==> src/rtl/pwm_hiccup_pkg.sv <==
package pwm_hiccup_pkg;

    // Controller operating state
    typedef enum logic [0:0] {
        ST_RUN  = 1'b0,
        ST_HOLD = 1'b1
    } reg_state_e;

    // Per-cycle events seen by the hiccup controller
    typedef struct packed {
        logic fault;
        logic tick;
    } ctrl_evt_t;

    // Width needed to count from 0 up to and including n
    function automatic int unsigned cnt_width(input int unsigned n);
        return (n < 2) ? 1 : $clog2(n + 1);
    endfunction

endpackage

==> src/rtl/oc_sync.sv <==
module oc_sync #(
    parameter int unsigned NUM_PHASES = 3,
    parameter int unsigned STAGES     = 2
) (
    input  logic                  clk,
    input  logic                  rst,
    input  logic [NUM_PHASES-1:0] oc_raw,
    output logic                  fault_any
);
    logic [NUM_PHASES-1:0] chain [STAGES];

    for (genvar s = 0; s < STAGES; s++) begin : g_stage
        if (s == 0) begin : g_first
            always_ff @(posedge clk) begin
                if (rst) chain[0] <= '0;
                else     chain[0] <= oc_raw;
            end
        end else begin : g_next
            always_ff @(posedge clk) begin
                if (rst) chain[s] <= '0;
                else     chain[s] <= chain[s-1];
            end
        end
    end

    assign fault_any = |chain[STAGES-1];

endmodule

==> src/rtl/pwm_ramp.sv <==
module pwm_ramp #(
    parameter int unsigned DUTY_W = 8
) (
    input  logic              clk,
    input  logic              rst,
    input  logic              frame_tick,
    input  logic [DUTY_W-1:0] duty_cmd,
    output logic              pwm_on
);
    localparam logic [DUTY_W-1:0] RAMP_TOP = '1;

    logic [DUTY_W-1:0] ramp;

    always_ff @(posedge clk) begin
        if (rst)                   ramp <= RAMP_TOP;
        else if (frame_tick)       ramp <= '0;
        else if (ramp != RAMP_TOP) ramp <= ramp + 1'b1;
    end

    assign pwm_on = (ramp < duty_cmd);


    ramp_restart_chk: assert property (@(posedge clk) disable iff (rst)
        frame_tick |=> (ramp == '0));


    duty_zero_chk: assert property (@(posedge clk) disable iff (rst)
        (duty_cmd == '0) |-> !pwm_on);

endmodule

==> src/rtl/hiccup_ctrl.sv <==
module hiccup_ctrl
    import pwm_hiccup_pkg::*;
#(
    parameter int unsigned INHIBIT_PERIODS = 48,
    parameter int unsigned CNT_W           = 8
) (
    input  logic             clk,
    input  logic             rst,
    input  logic             frame_tick,
    input  logic             fault_any,
    output logic             inhibit,
    output logic [CNT_W-1:0] hiccup_count
);
    localparam int unsigned       PW      = cnt_width(INHIBIT_PERIODS);
    localparam logic [PW-1:0]     LAST_P  = PW'(INHIBIT_PERIODS - 1);
    localparam logic [CNT_W-1:0]  CNT_MAX = '1;

    reg_state_e       state;
    logic [PW-1:0]    periods_seen;
    ctrl_evt_t        evt;

    assign evt.fault = fault_any;
    assign evt.tick  = frame_tick;

    always_ff @(posedge clk) begin
        if (rst) begin
            state        <= ST_RUN;
            periods_seen <= '0;
            hiccup_count <= '0;
        end else begin
            unique case (state)
                ST_RUN: begin
                    if (evt.fault) begin
                        state        <= ST_HOLD;
                        periods_seen <= '0;
                        if (hiccup_count != CNT_MAX)
                            hiccup_count <= hiccup_count + 1'b1;
                    end
                end
                ST_HOLD: begin
                    if (evt.tick) begin
                        if (periods_seen == LAST_P) begin
                            state        <= ST_RUN;
                            periods_seen <= '0;
                        end else begin
                            periods_seen <= periods_seen + 1'b1;
                        end
                    end
                end
                default: state <= ST_RUN;
            endcase
        end
    end

    assign inhibit = (state == ST_HOLD);


    hold_entry_chk: assert property (@(posedge clk) disable iff (rst)
        (!inhibit && fault_any) |=> inhibit);


    count_step_chk: assert property (@(posedge clk) disable iff (rst)
        $rose(inhibit) |-> ((hiccup_count == $past(hiccup_count) + 1'b1) ||
                            ($past(hiccup_count) == CNT_MAX)));


    hold_keep_chk: assert property (@(posedge clk) disable iff (rst)
        (inhibit && !frame_tick) |=> (inhibit && $stable(hiccup_count)));


    release_tick_chk: assert property (@(posedge clk) disable iff (rst)
        $fell(inhibit) |-> $past(frame_tick));


    count_sat_chk: assert property (@(posedge clk) disable iff (rst)
        (hiccup_count == CNT_MAX) |=> (hiccup_count == CNT_MAX));

endmodule

==> src/rtl/pwm_hiccup_reg.sv <==
module pwm_hiccup_reg #(
    parameter int unsigned DUTY_W          = 8,
    parameter int unsigned NUM_PHASES      = 3,
    parameter int unsigned SYNC_STAGES     = 2,
    parameter int unsigned INHIBIT_PERIODS = 48,
    parameter int unsigned CNT_W           = 8
) (
    input  logic                  clk,
    input  logic                  rst,
    input  logic                  frame_tick,
    input  logic [DUTY_W-1:0]     duty_cmd,
    input  logic [NUM_PHASES-1:0] phase_oc,
    output logic                  sw_en,
    output logic                  inhibit,
    output logic [CNT_W-1:0]      hiccup_count
);
    logic fault_any;
    logic pwm_on;

    oc_sync #(
        .NUM_PHASES (NUM_PHASES),
        .STAGES     (SYNC_STAGES)
    ) i_sync (
        .clk       (clk),
        .rst       (rst),
        .oc_raw    (phase_oc),
        .fault_any (fault_any)
    );

    pwm_ramp #(
        .DUTY_W (DUTY_W)
    ) i_ramp (
        .clk        (clk),
        .rst        (rst),
        .frame_tick (frame_tick),
        .duty_cmd   (duty_cmd),
        .pwm_on     (pwm_on)
    );

    hiccup_ctrl #(
        .INHIBIT_PERIODS (INHIBIT_PERIODS),
        .CNT_W           (CNT_W)
    ) i_ctrl (
        .clk          (clk),
        .rst          (rst),
        .frame_tick   (frame_tick),
        .fault_any    (fault_any),
        .inhibit      (inhibit),
        .hiccup_count (hiccup_count)
    );

    assign sw_en = pwm_on & ~inhibit & ~fault_any;


    fault_cut_chk: assert property (@(posedge clk) disable iff (rst)
        (!inhibit && fault_any) |=> !sw_en);

endmodule

==> config.mk <==
export PLATFORM = sky130hd
export DESIGN_NAME = pwm_hiccup_reg
export DESIGN_NICKNAME = d
export VERILOG_FILES = /design/src/rtl/pwm_hiccup_pkg.sv /design/src/rtl/oc_sync.sv /design/src/rtl/pwm_ramp.sv /design/src/rtl/hiccup_ctrl.sv /design/src/rtl/pwm_hiccup_reg.sv
export SDC_FILE = /design/constraint.sdc
export NUM_CORES = 1
export LEC_CHECK = 0
export CORE_AREA = 2 2 58 65
export DETAILED_ROUTE_END_ITERATION = 7
export DIE_AREA = 0 0 60 67
export HOLD_SLACK_MARGIN = 0.12
export MAX_ROUTING_LAYER = met4
export PLACE_DENSITY = 0.81
export SLEW_MARGIN = 5
export SYNTH_ARGS = -nofsm -noshare
export SYNTH_HDL_FRONTEND = slang
export SYNTH_SLANG_ARGS = --single-unit
==> constraint.sdc <==
create_clock -name clk -period 1.4 [get_ports clk]
set_clock_uncertainty 0.05 [all_clocks]
set_input_delay 0.14 -clock clk [delete_from_list [all_inputs] [get_ports clk]]
set_output_delay 0.14 -clock clk [all_outputs]
set_load 0.1 [all_outputs]
==> results of run 1 <==
placed cells by master, fill, tap and decap left out, drive strengths merged, types with 4 or more instances in the layout:
cell type | netlist | final
ha | 10 | 10
inv | 11 | 11
a31oi | 6 | 6
clkbuf | 2 | 6
a21oi | 7 | 7
nand3 | 14 | 14
nor3 | 6 | 6
nor2 | 15 | 15
and3 | 4 | 4
dfxtp | 29 | 29
nand2 | 4 | 4
nor2b | 9 | 9
o21ai | 11 | 11
buf | 4 | 36
mux2i | 4 | 4
clkdlybuf4s50 | 0 | 13
a211oi | 5 | 5
worst max-delay path, delay by kind of cell (launching register included):
kind / cells / cell delay (ps)
adder cells (fa/ha/maj): 1 / 210
buffers and inverters: 1 / 170
AO/OA/AOI/OAI: 2 / 470
AND/OR/NAND/NOR: 1 / 200
flip-flops: 1 / 360
cell type report:
class	instances	area, um^2	share of cell area [%]
multi-input cells	123	1050	43.4
repair buffers	49	569	23.6
clock buffers	6	51.3	2.12
inverters	11	41.3	1.71
well taps	48	60.1	2.49
flip-flops and latches	29	636	26.3
clock inverters	2	8.76	0.363
registers in the layout, indices dropped and copies added (netlist names):
name,cells
i_ctrl.hiccup_count,8
i_ctrl.inhibit,1
i_ctrl.periods_seen,6
i_ramp.ramp,8
i_sync.chain,6
power by group:
group          internal (W)  switching, W  total, W
Combinational      0.000292      0.000310  0.000602
Sequential         0.000855     0.0000506  0.000905
Clock              0.000236      0.000292  0.000528
cell families (layout without fill, tap and decap cells):
family	Yosys count	in the layout	share of synthesized area (%)
AO/OA/AOI/OAI	42	42	18.4
flip-flops	29	29	37.4
XOR/XNOR	2	2	1.13
AND/OR/NAND/NOR	65	65	27.3
adder cells (fa/ha/maj)	10	10	8.06
multiplexers	4	4	2.58
buffers and inverters	17	68	5.16
stage by stage:
stage / setup TNS [ps] / power [W] / hold slack, ps / area [um^2]
after floorplan: -371 / 0.00123 / 162 / 1680
after global placement: -1190 / 0.00141 / 375 / 2180
after detailed placement: -1660 / 0.00144 / 388 / 2180
after CTS: -568 / 0.00198 / 302 / 2310
after global routing: -1140 / 0.00213 / 311 / 2420
final: -652 / 0.00203 / 314 / 2420
metal layers:
metal,GRT usage (%),wire (um),vias up
met1,22.5,1640,699
li1,-,-,718
met4,11.4,125,0
met3,5.05,188,15
met5,-,0,-
met2,36.4,2140,56
worst max-delay path by stage:
stage / endpoint / slack [ps] / cells past startpoint
global route: sw_en / -600 / 5
detailed placement: sw_en / -550 / 7
floorplan: sw_en / -190 / 4
CTS: sw_en / -540 / 5
global placement: sw_en / -520 / 7
finish: sw_en / -530 / 5
repair_timing:
item / in CTS / in global routing
setup buffers: 3 / 5
endpoints found under the setup margin: 12 / 17
gates resized for setup: 14 / 27
pin swaps: 5 / 13
==> impl_metrics.ini, run 1 <==
[synthesis]
synth.most_common_cell = dfxtp_1
synth_area_mm2 = 0.00155
synth_flop_cell = dfxtp_1
synth-seq-cells = 29
synthTopCellsByCount = 29 x dfxtp_1, 14 x nand3_1, 14 x nor2_1, 11 x inv_1
synth_top_cell_area_share_pct = 37.4
synthDistinctLibCells = 46
syn_nets = 193
syn_area_per_cell_um2 = 9.19
syn_inst = 169
synth_edf_count = 0
yosys_warnings = 0
synth_top_cell_by_area = dfxtp_1
yosys-top-cells-area = dfxtp_1 37%, ha_1 8.1%, nand3_1 4.5%, nor2b_1 3.6%, nor2_1 3.4%
synth-seq-area-share_pct = 37.4
synthArstFlopShare_pct = 0

[worst_setup_path]
worst-r2r-setup-slack_ps = -40
rr_worst_depth = 7
arrival_ps = 1740
cp.required_ps = 1210
critPathCaptureType = output port
cp_slowest_cell = dfxtp_4
r2r_start = i_ramp.ramp[5]
cp-startpoint = i_ramp.ramp[5]
slowest_delay_ps = 360
rr_endpoint = i_ramp.ramp[2]
cp-start-kind = flip-flop
critPathMaxFanout = 2
crit_chain = ha_4 > a211o_1 > nor3_2 > o311a_4 > buf_12
crit_type = flip-flop to output port

[routing]
vias_per_cell = 5.55
drc = 0
vias = 1488
route.detailed.wl_per_inst_um = 15.3
drt_pass1_iterations = 4
drt.antenna.violating_nets = 0
routed_wl_um = 4090
drt-initial-drc-count = 49

[global_route]
grt_first_pass_wirelength_um = 6280
track_usage_pct = 21.4
overflow = 0
antenna_found_initial = 0
grt_max_degree = 15
grt_pass1_vias = 1486

[finish]
num_antenna_cells = 0
stdcell_count = 268
fillCellCount = 238
syn2layout_area_growth_pct = 55.6
drive_gt1_share_pct = 45.0
nets = 243
final_util_pct = 72.5

[clocking]
clk_latency_ps = 330
cts.clk_slew.worst_paths_ps = 100
ctsLongestPathBuffers = 2
numClockSinks = 29
cts_buffers = 5
hold_buffers = 0
cts_root_buf = clkbuf_4
cts_max_level = 2
cts_tree = done

[place]
port_buffers = 23
place_congestion = 0.785
dp.cells = 253
dpl.hpwl_um = 2690
place_ws_ps = -549

[power_and_ir_drop]
ir_drop_mv = 0.591
p_leak_nw = 0.937
power.density_mw_per_mm2 = 842

[floorplan]
rows = 22
die_x_um = 60
dieArea_mm2 = 0.00402
initial_utilization_pct = 46.6
ioPinCount = 24
core_mm2 = 0.00333
die_y_um = 67

[outcome]
status = finished with violations
failed_checks = setup timing

[timing]
drv_slew = 0
period_needed_ps = 1930
hold_viol = 0
tightest_slew_ps = 341
max_freq_mhz = 518
setup_viol = 4
rsz0062_at_grt = yes
worst_slack_ps = -530
period_share_pct = 138
relSlewSlack_pct = 77.1

[hold_path]
hp-start = phase_oc[1]
worstHoldEndpoint = i_sync.chain[0][1]
hp-class = input pin to flip-flop
hold_depth = 2

[job]
drv_cap = 0
Power figures use the tool's default switching activity.
==> inputs of run 2 (changes only) <==
SLEW_MARGIN = 40   (was 5)
==> results of run 2 <==
No change in the layout: final DEF, timing and power equal those of run 1.
